### config.mk
export PLATFORM = sky130hd
export DESIGN_NAME = hptw_walker
export DESIGN_NICKNAME = d
export VERILOG_FILES = /design/src/rtl/hptw_pkg.sv /design/src/rtl/hptw_segfile.sv /design/src/rtl/hptw_hash.sv /design/src/rtl/hptw_seq.sv /design/src/rtl/hptw_walker.sv
export SDC_FILE = /design/constraint.sdc
export NUM_CORES = 1
export LEC_CHECK = 0
export BUFFER_PORTS_ARGS = -buffer_cell sky130_fd_sc_hd__buf_2
export CELL_PAD_IN_SITES_DETAIL_PLACEMENT = 1
export CELL_PAD_IN_SITES_GLOBAL_PLACEMENT = 1
export CORE_ASPECT_RATIO = 0.9
export CORE_MARGIN = 1
export CORE_UTILIZATION = 45
export DETAILED_ROUTE_END_ITERATION = 7
export GPL_ROUTABILITY_DRIVEN = 0
export HOLD_SLACK_MARGIN = 0.05
export MAX_ROUTING_LAYER = met4
export PLACE_DENSITY_LB_ADDON = 0.3
export SYNTH_ARGS = -nofsm -noshare
export SYNTH_HDL_FRONTEND = slang
export SYNTH_SLANG_ARGS = --single-unit
### constraint.sdc
create_clock -name clk -period 8.8 [get_ports clk]
set_input_delay 0.88 -clock clk [delete_from_list [all_inputs] [get_ports clk]]
set_output_delay 0.88 -clock clk [all_outputs]
set_load 0.05 [all_outputs]
### src/rtl/hptw_pkg.sv
package hptw_pkg;

   typedef enum logic [1:0] {
      WK_IDLE = 2'd0,
      WK_HI   = 2'd1,
      WK_LO   = 2'd2
   } wk_state_t;

   function automatic logic [31:0] swap_bytes32(input logic [31:0] w);
      return {w[7:0], w[15:8], w[23:16], w[31:24]};
   endfunction

endpackage

### src/rtl/hptw_segfile.sv
module hptw_segfile #(
   parameter int SEG_CNT = 16,
   parameter int SID_W   = 24,
   parameter int SEL_W   = $clog2(SEG_CNT)
) (
   input  logic             clk,
   input  logic             rst_n,
   input  logic             wr_en,
   input  logic [SEL_W-1:0] wr_idx,
   input  logic [SID_W-1:0] wr_data,
   input  logic [SEL_W-1:0] rd_idx,
   output logic [SID_W-1:0] rd_data
);

   logic [SID_W-1:0] regs [SEG_CNT];

   always_ff @(posedge clk) begin
      if (!rst_n) begin
         for (int k = 0; k < SEG_CNT; k++) regs[k] <= '0;
      end else if (wr_en) begin
         regs[wr_idx] <= wr_data;
      end
   end

   assign rd_data = regs[rd_idx];

endmodule

### src/rtl/hptw_hash.sv
module hptw_hash #(
   parameter int SID_W     = 24,
   parameter int PIDX_W    = 6,
   parameter int MASK_W    = 9,
   parameter int GRP_SH    = 6,
   parameter int LOW_H     = 16 - GRP_SH,
   parameter int HASH_W    = LOW_H + MASK_W
) (
   input  logic [SID_W-1:0] sid,
   input  logic [31:0]      ea,
   input  logic [31:0]      tbase,
   output logic [31:0]      grp_a,
   output logic [31:0]      grp_b,
   output logic [31:0]      cmp_word
);

   localparam int ORG_LO = 16 + MASK_W;

   logic [HASH_W-1:0] h_pri;
   logic [31:0]       grp [2];

   assign h_pri = sid[HASH_W-1:0] ^ HASH_W'(ea[27:12]);

   for (genvar g = 0; g < 2; g++) begin : g_grp
      logic [HASH_W-1:0] h;
      assign h = (g == 0) ? h_pri : (h_pri ^ {HASH_W{1'b1}});
      assign grp[g] = {tbase[31:ORG_LO],
                       tbase[ORG_LO-1:16] | (h[HASH_W-1:LOW_H] & tbase[MASK_W-1:0]),
                       h[LOW_H-1:0],
                       {GRP_SH{1'b0}}};
   end

   assign grp_a    = grp[0];
   assign grp_b    = grp[1];
   assign cmp_word = {1'b1, sid, 1'b0, ea[27:28-PIDX_W]};

endmodule

### src/rtl/hptw_seq.sv
module hptw_seq
   import hptw_pkg::*;
#(
   parameter int ENTRY_CNT = 8,
   parameter int PIDX_W    = 6,
   parameter int IDX_W     = $clog2(ENTRY_CNT)
) (
   input  logic        clk,
   input  logic        rst_n,
   input  logic        start,
   input  logic        is_fetch,
   input  logic [31:0] grp_a_in,
   input  logic [31:0] grp_b_in,
   input  logic [31:0] cmp_in,
   output logic        mem_rd_req,
   output logic [31:0] mem_rd_addr,
   input  logic        mem_rd_valid,
   input  logic [31:0] rd_word,
   output logic        busy,
   output logic        done,
   output logic        found,
   output logic [31:0] pte_lo,
   output logic [31:0] grp_pri,
   output logic [31:0] grp_sec,
   output logic [31:0] cmp_fetch,
   output logic [31:0] cmp_data
);

   localparam logic [IDX_W-1:0] LAST_IDX = IDX_W'(ENTRY_CNT - 1);
   localparam logic [31:0]      HSEL     = 32'(1) << PIDX_W;
   localparam int               OFF_W    = IDX_W + 3;

   wk_state_t        state;
   logic [IDX_W-1:0] idx;
   logic             in_sec;
   logic             kind_fetch;
   logic [31:0]      cmp_cur;
   logic [OFF_W-1:0] offset;
   logic [31:0]      base;

   assign offset      = {idx, state == WK_LO, 2'b00};
   assign base        = in_sec ? grp_sec : grp_pri;
   assign mem_rd_addr = base | 32'(offset);
   assign mem_rd_req  = (state == WK_HI) || (state == WK_LO);
   assign busy        = (state != WK_IDLE);

   always_ff @(posedge clk) begin
      if (!rst_n) begin
         state      <= WK_IDLE;
         idx        <= '0;
         in_sec     <= 1'b0;
         kind_fetch <= 1'b0;
         cmp_cur    <= '0;
         done       <= 1'b0;
         found      <= 1'b0;
         pte_lo     <= '0;
         grp_pri    <= '0;
         grp_sec    <= '0;
         cmp_fetch  <= '0;
         cmp_data   <= '0;
      end else begin
         done <= 1'b0;
         case (state)
            WK_IDLE: begin
               if (start) begin
                  grp_pri    <= grp_a_in;
                  grp_sec    <= grp_b_in;
                  cmp_cur    <= cmp_in;
                  kind_fetch <= is_fetch;
                  idx        <= '0;
                  in_sec     <= 1'b0;
                  found      <= 1'b0;
                  pte_lo     <= '0;
                  if (is_fetch) cmp_fetch <= cmp_in;
                  else          cmp_data  <= cmp_in;
                  state      <= WK_HI;
               end
            end
            WK_HI: begin
               if (mem_rd_valid) begin
                  if (rd_word == cmp_cur) begin
                     state <= WK_LO;
                  end else if (idx == LAST_IDX) begin
                     if (!in_sec) begin
                        in_sec  <= 1'b1;
                        idx     <= '0;
                        cmp_cur <= cmp_cur | HSEL;
                        if (kind_fetch) cmp_fetch <= cmp_cur | HSEL;
                        else            cmp_data  <= cmp_cur | HSEL;
                     end else begin
                        done  <= 1'b1;
                        state <= WK_IDLE;
                     end
                  end else begin
                     idx <= idx + 1'b1;
                  end
               end
            end
            WK_LO: begin
               if (mem_rd_valid) begin
                  pte_lo <= rd_word;
                  found  <= 1'b1;
                  done   <= 1'b1;
                  state  <= WK_IDLE;
               end
            end
            default: state <= WK_IDLE;
         endcase
      end
   end

endmodule

### src/rtl/hptw_walker.sv
module hptw_walker #(
   parameter int SEG_CNT   = 16,
   parameter int SID_W     = 24,
   parameter int PIDX_W    = 6,
   parameter int MASK_W    = 9,
   parameter int ENTRY_CNT = 8,
   parameter bit DATA_LE   = 1'b0
) (
   input  logic                       clk,
   input  logic                       rst_n,
   input  logic                       seg_we,
   input  logic [$clog2(SEG_CNT)-1:0] seg_widx,
   input  logic [SID_W-1:0]           seg_wdata,
   input  logic [31:0]                tbase,
   input  logic                       start,
   input  logic [31:0]                ea,
   input  logic                       is_fetch,
   output logic                       mem_rd_req,
   output logic [31:0]                mem_rd_addr,
   input  logic                       mem_rd_valid,
   input  logic [31:0]                mem_rd_data,
   output logic                       busy,
   output logic                       done,
   output logic                       found,
   output logic [31:0]                pte_lo,
   output logic [31:0]                grp_pri,
   output logic [31:0]                grp_sec,
   output logic [31:0]                cmp_fetch,
   output logic [31:0]                cmp_data
);

   localparam int SEL_W  = $clog2(SEG_CNT);
   localparam int GRP_SH = $clog2(ENTRY_CNT * 8);
   localparam int LOW_H  = 16 - GRP_SH;
   localparam int HASH_W = LOW_H + MASK_W;

   if (SEG_CNT != 16) begin : g_bad_seg
      $error("segment file must be indexed by four address bits");
   end
   if (2 + SID_W + PIDX_W != 32) begin : g_bad_cmp
      $error("compare word fields must fill 32 bits");
   end
   if (HASH_W < 16 || HASH_W > SID_W) begin : g_bad_hash
      $error("hash width must cover the page number and fit the segment ID");
   end
   if (MASK_W >= 16 || GRP_SH >= 16) begin : g_bad_mask
      $error("mask and group offset must fit below bit 16");
   end

   logic [SID_W-1:0] sid;
   logic [31:0]      grp_a, grp_b, cmp_word, rd_word;

   hptw_segfile #(.SEG_CNT(SEG_CNT), .SID_W(SID_W), .SEL_W(SEL_W)) i_segfile (
      .clk     (clk),
      .rst_n   (rst_n),
      .wr_en   (seg_we),
      .wr_idx  (seg_widx),
      .wr_data (seg_wdata),
      .rd_idx  (ea[31:32-SEL_W]),
      .rd_data (sid)
   );

   hptw_hash #(
      .SID_W(SID_W), .PIDX_W(PIDX_W), .MASK_W(MASK_W),
      .GRP_SH(GRP_SH), .LOW_H(LOW_H), .HASH_W(HASH_W)
   ) i_hash (
      .sid      (sid),
      .ea       (ea),
      .tbase    (tbase),
      .grp_a    (grp_a),
      .grp_b    (grp_b),
      .cmp_word (cmp_word)
   );

   if (DATA_LE) begin : g_swap
      assign rd_word = hptw_pkg::swap_bytes32(mem_rd_data);
   end else begin : g_pass
      assign rd_word = mem_rd_data;
   end

   hptw_seq #(.ENTRY_CNT(ENTRY_CNT), .PIDX_W(PIDX_W)) i_seq (
      .clk          (clk),
      .rst_n        (rst_n),
      .start        (start),
      .is_fetch     (is_fetch),
      .grp_a_in     (grp_a),
      .grp_b_in     (grp_b),
      .cmp_in       (cmp_word),
      .mem_rd_req   (mem_rd_req),
      .mem_rd_addr  (mem_rd_addr),
      .mem_rd_valid (mem_rd_valid),
      .rd_word      (rd_word),
      .busy         (busy),
      .done         (done),
      .found        (found),
      .pte_lo       (pte_lo),
      .grp_pri      (grp_pri),
      .grp_sec      (grp_sec),
      .cmp_fetch    (cmp_fetch),
      .cmp_data     (cmp_data)
   );

endmodule

==> After elaboration in Yosys (flattened, before gate mapping) <==
Memory sizes are Yosys's and may differ from the RTL's.
Cells that the tools add are included.
{ "op_classes": {"n_addsub": 1, "multipliers": 0, "n_div": 0, "magnitude_cmp": 0, "eq_ne": 17, "n_shift": 0, "n_mux": 59, "bitwise": 8, "reduce_logical": 15} }
{ "ops": {"columns": ["op", "count"], "rows": [
  ["$mux W32", 21],
  ["$pmux W32 S2", 4],
  ["$eq A32 B32 Y1", 1],
  ["$or A32 B6 Y32", 1],
  ["$mux W24", 1],
  ["$reduce_or A24 Y1", 1],
  ["$not A19 Y19", 1],
  ["$xor A19 B16 Y19", 1],
  ["$and A9 B9 Y9", 2],
  ["$ne A2 B2 Y1 const B", 9],
  ["$or A9 B9 Y9", 2],
  ["$reduce_and A8 Y1", 2],
  ["$mux W1", 15],
  ["$mux W3", 5],
  ["$reduce_and A5 Y1", 3],
  ["$mux W2", 6],
  ["$mux W7", 1],
  ["$ne A3 B3 Y1 const B", 2],
  ["$pmux W1 S2", 3],
  ["$pmux W2 S3", 1],
  ["$pmux W3 S2", 1],
  ["$reduce_and A3 Y1", 2],
  ["$reduce_and A6 Y1", 1],
  ["$reduce_bool A2 Y1", 3],
  ["other kinds (11)", 11]
]} }
{ "totals": {"register_bits": 189, "latchBits": 0, "mem_bits_rw": 384, "rom_bits": 0, "inputBits": 130, "memories": 1} }
{ "memory_table": {"columns": ["name", "depth", "width", "read_ports", "rd_clocked_by_memory_dff", "write_ports", "line", "text"], "rows": [
  ["i_segfile.regs", 16, 24, 1, 0, 16, "hptw_segfile.sv:15", "logic [SID_W-1:0] regs [SEG_CNT];"]
]} }

==> Depth between registers and ports, before layout <==
Gate-level depths: netlist of the first run.
{ "logic_depth": {"word_depth": 6, "ltp_mapped": 11, "ltp_nobuf": 8} }

==> By module <==
Synthesis of the first run repeated with hierarchy kept, for this count alone.
{ "hier_totals": {"hier_cells": 2628, "area_unflattened_um2": 28878.9} }
{ "modules_own_cells": {"columns": ["module", "n_inst", "cells_per_inst", "area_each_um2", "seq_area_each_um2"], "rows": [
  ["hptw_segfile", 1, 1070, 17197.7, 11531.1],
  ["hptw_seq", 1, 1445, 10891.7, 4023.9],
  ["hptw_hash", 1, 113, 789.5, 0.0]
]} }

==> Worst setup path after synthesis of the first run <==
No wires, ideal clock.
{ "synth_timing": {"path_type": "input to register", "from": "input seg_widx[2]", "to": "memory i_segfile.regs[1][0] (enable)", "arrival_time_ns": 3.148, "required_time_ns": 8.362, "slack_ns": 5.213, "path_stages": 3, "path_cell_list": "or3_1 > clkbuf_1 > o21ai_0"} }
{ "synth_lines": {"columns": ["item", "line", "text"], "rows": [
  ["start: declaration", "hptw_walker.sv:12", "input logic [$clog2(SEG_CNT)-1:0] seg_widx,"],
  ["end: declaration", "hptw_segfile.sv:15", null]
]} }

==> results of run 1 <==
==> worst max-delay path, cell delays in order <==
cell and delay [ns]:
buf_4 0.45, buf_4 0.69, nand2_1 0.16, or3_1 0.59
nor3_2 0.19, buf_4 0.38, nand2b_2 0.77
==> Yosys cell counts (10+ instances only) <==
cell type | instances | share of area
and2_1 | 396 | 0.096
edfxtp_1 | 384 | 0.45
dfxtp_1 | 182 | 0.14
nand2_1 | 171 | 0.025
clkbuf_1 | 120 | 0.017
mux4_2 | 84 | 0.073
nor2_1 | 74 | 0.011
a21oi_1 | 62 | 0.012
a22oi_1 | 59 | 0.017
mux2i_1 | 57 | 0.022
o21ai_0 | 50 | 0.0097
xnor2_1 | 32 | 0.011
mux2_2 | 31 | 0.014
buf_4 | 30 | 0.0087
o2bb2ai_1 | 26 | 0.0088
nand3_1 | 19 | 0.0037
a31oi_1 | 18 | 0.0044
and3_1 | 14 | 0.0034
mux2_4 | 13 | 0.0076
buf_2 | 12 | 0.0023
nor2b_1 | 11 | 0.0027
a211oi_1 | 10 | 0.0029
a21oi_2 | 10 | 0.0034
buf_6 | 10 | 0.0044
mux2i_4 | 10 | 0.0087
nand2b_1 | 10 | 0.0024
nand4_1 | 10 | 0.0024
==> path summary, 6_finish.rpt <==
| kind | to | slack (ns) |
|---|---|---|
| setup / recovery | i_segfile.regs[0][11]$_SDFFCE_PN0P_ | 4.83 |
| setup reg to reg | i_seq.cmp_data[5]$_SDFFE_PN0P_ | 5.87 |
| hold reg to reg | i_seq.cmp_fetch[7]$_SDFFE_PN0P_ | 0.46 |
| hold / removal | i_seq.cmp_fetch[7]$_SDFFE_PN0P_ | 0.46 |
==> sequential cells by signal, summed over array words and instances (netlist names), 2 cells and up <==
register	flops
i_segfile.regs	384
i_seq.cmp_cur	32
i_seq.cmp_data	32
i_seq.cmp_fetch	32
i_seq.grp_pri	19
i_seq.grp_sec	26
i_seq.idx	3
i_seq.pte_lo	32
i_seq.state	2
==> power breakdown <==
group	internal [mW]	switching [mW]	leakage, nW
logic	0.488	1.30	5.26
registers	3.09	0.152	5.15
clock network	1.40	1.07	0.927
total	4.98	2.52	11.3
==> per-layer routing <==
metal,up-vias,wire [um]
met4,0,2020
li1,7603,-
met2,498,38000
met3,102,4670
met1,8841,32200
met5,-,0
==> kinds of logic (layout without fill, tap and decap cells) <==
group / after synthesis / in the layout
fa+ha+maj: 6 / 6
compound gates: 267 / 267
flops: 566 / 566
xor+xnor: 48 / 48
simple gates: 731 / 731
buf+inv: 187 / 442
other cells: 1 / 19
mux: 198 / 198
==> area by class of cell <==
class	instances	area, um^2
diodes	5	12.5
well taps	756	946
inverters	10	37.5
fillers	5749	26500
multi-input cells	1264	9910
clock inverters	43	337
repair buffers	320	1680
clock buffers	69	1550
flip-flops and latches	566	15200
==> metrics by stage <==
stage / std cells / util / worst slack, ns
detailed placement: 2916 / 0.494 / 4.25
floorplan: 2017 / - / 5.21
finish: 3033 / 0.528 / 4.83
global placement: 2916 / 0.494 / 4.35
CTS: 3028 / 0.528 / 4.91
global route: 3033 / 0.528 / 4.71
==> flow_summary.toml, run 1 <==
[synth]
synth_cells = 2004
synth_xor_area_frac = 0.0204
synth_flop_cell = "edfxtp_1"
ys_seq_area_frac = 0.589
synth_fa_ha_area_frac = 0.00292
synth.cell_area_um2 = 25700
yosysWarnings = 0
syn_avg_cell_area_um2 = 12.8
synthSimpleGateAreaFrac = 0.154
ys_ff_latch = 566
synth_top_family_by_area = "simple AND/OR/NAND/NOR gates"
synth_edf_count = 384
synth.area.mux_share = 0.128
ys_async_sr_fraction = 0
synth_compound_area_frac = 0.0696
ys_types = 64

[worst_setup_path]
reg2reg_depth = 6
cp-startpoint = "rst_n"
worstPathArrival_ns = 4.22
timing.rr.start = "i_seq.in_sec$_SDFFE_PN0P_"
endpoint_kind = "flop"
worstPathRequired_ns = 9.05
setup.worst_path.class = "input port to flop"
crit_fanout = 55
start_kind = "input port"

[floorplan]
initial_core_util = 0.459
die_h_um = 229
dieArea_um2 = 58200
io_pins = 326
num_rows = 82
die_w_um = 254
core_um2 = 56100

[sta]
setup_tns_ns = 0
fmax_mhz = 252
finalSetupViolCount = 0
rsz0062_at_grt = "no"
tightest_slew_ns = 1.28
finalHoldViolCount = 0
hold_ws_ns = 0.459
min_period_over_period = 0.451
max-slew-margin-rel = 0.148
period_needed_ns = 3.97
clock_skew_ns = 0.0177
maxSlewViolCount = 0

[power_and_ir_drop]
ir_drop_mv = 0.152
pwr_density_cell_nw_per_um2 = 253
leakage_nw = 11.3
total_power_mw = 7.50

[global_route]
grt_pass1_wl_um = 114000
grt_max_degree = 75
antenna_found_initial = 8
grt.overflow.total = 0
use_met1 = 0.342
grt_pass1_vias = 17835
grt_util_met2 = 0.451
grt_busiest_layer = "met2"
gr-usage-all-layers = 0.273
gr-usage-met3 = 0.0442

[route]
wl_um = 76900
first_pass_iters = 5
final_antenna_net_count = 0
remaining_drc_errors = 0
drtIter0Drc = 1327
vias_per_cell = 5.62
wl_per_cell_um = 25.3
vias = 17044

[cts]
cts_buffer_depth = 3
cts_buffers = 59
postCtsSetupRepairBufs = 0
h-tree-depth = 2
clk_latency_ns = 0.63
cts_tree = "yes"
cts_hold_buf = 0
ctsResizeCount = 0
clkTransAtPathRegs_ns = 0.06
cts_root_buffer = "clkbuf_16"
cts.sinks = 566

[layout]
area_growth_pct = 15.1
final_area_um2 = 29600
final_common_cell = "and2_1"
mostFrequentLayoutCells = "and2_1 (395), edfxtp_1 (384), buf_2 (289)"
final_nets = 2357
drive_above_1_share = 0.276

[place]
hpwl_um = 50700
portBuffers = 292
post_dp_cell_area_um2 = 27700

[run_status]
status = "finished clean"

[hold_path]
worstHoldStart = "i_seq.cmp_fetch[7]$_SDFFE_PN0P_"
hold_path.class = "flop to flop"
whs_path_depth = 2

[job]
max-cap-violations = 0
(Power assumes the default switching activity.)
==> inputs of run 2 (changes only) <==
Clock period 8.8 ns to 4.05 ns, I/O delays scaled along.
==> flow_summary.toml, run 2 (synthesis gave the netlist of run 1 again) <==
[run_status]
status = "finished clean"

[cts]
cts_buffers = 60
cts.sinks = 566
cts_root_buffer = "clkbuf_16"
cts_tree = "yes"
ctsResizeCount = 0
clkTransAtPathRegs_ns = 0.06
cts_buffer_depth = 3
h-tree-depth = 2
clk_latency_ns = 0.64

[worst_setup_path]
slowest_stage = "nor2_4"
reg2reg_depth = 8
crit_fanout = 31
worstPathRequired_ns = 4.60
r2r_slack_ns = 1.18
slowest_delay_ns = 0.88
setup.worst_path.class = "flop to flop"
endpoint_kind = "flop"
timing.rr.start = "i_seq.state[1]$_SDFFE_PN0P_"
crit_chain = "inv_1 > ha_2 > mux2_1 > and2_2 > nand2_1 > a31o_4 > nor2_4 > mux2i_1"
worstPathArrival_ns = 3.43
reg2reg_to = "i_seq.cmp_fetch[5]$_SDFFE_PN0P_"
start_kind = "flop"

[layout]
largest_register = "i_segfile.regs"
largest_register_ffs = 384
final_common_cell = "and2_1"
drive_above_1_share = 0.274
final_nets = 2402
area_growth_pct = 16.5
mostFrequentLayoutCells = "and2_1 (395), edfxtp_1 (384), buf_2 (289)"
fin_cells = 3073
fillers = 5736
multi_input_area_um2 = 9790
seq_area_um2 = 15200

[floorplan]
die_w_um = 254
dieArea_um2 = 58200
initial_core_util = 0.459
io_pins = 326
num_rows = 82
core_um2 = 56100
die_h_um = 229

[sta]
rsz0062_at_grt = "no"
setup_tns_ns = 0
max-slew-margin-rel = 0.153
clock_skew_ns = 0.0243
finalHoldViolCount = 0
fmax_mhz = 348
finalSetupViolCount = 0
min_period_over_period = 0.709
maxSlewViolCount = 0
period_needed_ns = 2.87
tightest_slew_ns = 1.27

[hold_path]
whs_path_depth = 3
hold_path_end = "i_seq.grp_sec[19]$_SDFFE_PN0P_"
worstHoldStart = "tbase[19]"
hold_path.class = "input port to flop"

[route]
wl_per_cell_um = 25.0
wl_um = 76700
drtIter0Drc = 1333
final_antenna_net_count = 0
remaining_drc_errors = 0
vias_per_cell = 5.58
vias = 17132
first_pass_iters = 5

[power_and_ir_drop]
ir_drop_mv = 0.319
pwr_density_cell_nw_per_um2 = 543
leakage_nw = 11.6

[place]
portBuffers = 292
hpwl_um = 51900
place_inst = 2935

[global_route]
gr-usage-all-layers = 0.272
grt_max_degree = 121
grt.overflow.total = 0
grt_pass1_wl_um = 114000
antenna_found_initial = 3
grt_pass1_vias = 17774

[job]
max-cap-violations = 0
[run 2: cell types whose count changed in the layout (fill, tap and decap cells not counted), sizes merged]
cell         before  now
dlygate4sd3       0   25
clkbuf           69   87
buf             320  339
clkinvlp          2    1
bufinv            5    3
clkinv           36   19
diode             5    3
[run 2: per-stage QoR]
step	util	setup WS [ns]	cell area, um^2	total power, mW	hold WS (ns)
final	0.534	1.18	30000	16.3	0.0804
after global routing	0.534	0.988	30000	16.9	0.0818
after CTS	0.534	1.15	30000	16.4	0.0507
after detailed placement	0.496	0.851	27900	11.1	0.449
after global placement	0.496	0.888	27900	10.9	0.441
after floorplan	-	0.938	25800	9.94	0.435
[run 2: report_power, final]
part / switching [mW] / total (mW) / leakage, nW / internal [mW]
sequential: 0.331 / 7.05 / 5.15 / 6.71
clock: 2.28 / 5.33 / 0.932 / 3.05
combinational: 2.83 / 3.92 / 5.48 / 1.09
total: 5.44 / 16.3 / 11.6 / 10.9
[run 2: metal layers]
| layer | GRT usage | routed length (um) | up-vias |
|---|---|---|---|
| met5 | - | 0 | - |
| met4 | 0.0781 | 1930 | 0 |
| met3 | 0.0386 | 4390 | 112 |
| met2 | 0.459 | 38800 | 507 |
| met1 | 0.339 | 31500 | 8827 |
| li1 | - | - | 7686 |
[run 2: timing repair]
item                      in CTS  in global routing
buffers inserted               0                  0
hold buffers                  25                  0
hold endpoints to repair      25                  0
[run 2: final cells by class]
class / count / share of cell area
sequential: 566 / 0.506
multi-input combinational: 1264 / 0.326
timing repair buffer: 364 / 0.0720
clock buffer: 87 / 0.0559
tap: 756 / 0.0315
clock inverter: 23 / 0.00672
inverter: 10 / 0.00125
antenna: 3 / 0.000250
[run 2: worst max path at each step]
stage,from,endpoint,cells past startpoint
after global routing,i_seq.state[1]$_SDFFE_PN0P_,i_seq.cmp_fetch[0]$_SDFFE_PN0P_,8
after global placement,rst_n,i_segfile.regs[0][22]$_SDFFCE_PN0P_,7
final,i_seq.state[1]$_SDFFE_PN0P_,i_seq.cmp_fetch[5]$_SDFFE_PN0P_,8
after floorplan,seg_widx[2],i_segfile.regs[1][0]$_SDFFCE_PN0P_,3
after detailed placement,rst_n,i_segfile.regs[0][23]$_SDFFCE_PN0P_,7
after CTS,i_seq.state[1]$_SDFFE_PN0P_,i_seq.cmp_fetch[1]$_SDFFE_PN0P_,8
[run 2: critical path: cells and delay by family, from the launching register on]
family	cells	cell delay, ns
mux	2	0.48
fa+ha+maj	1	0.47
flops	1	0.33
simple gates	3	1.13
buf+inv	1	0.10
compound gates	1	0.24
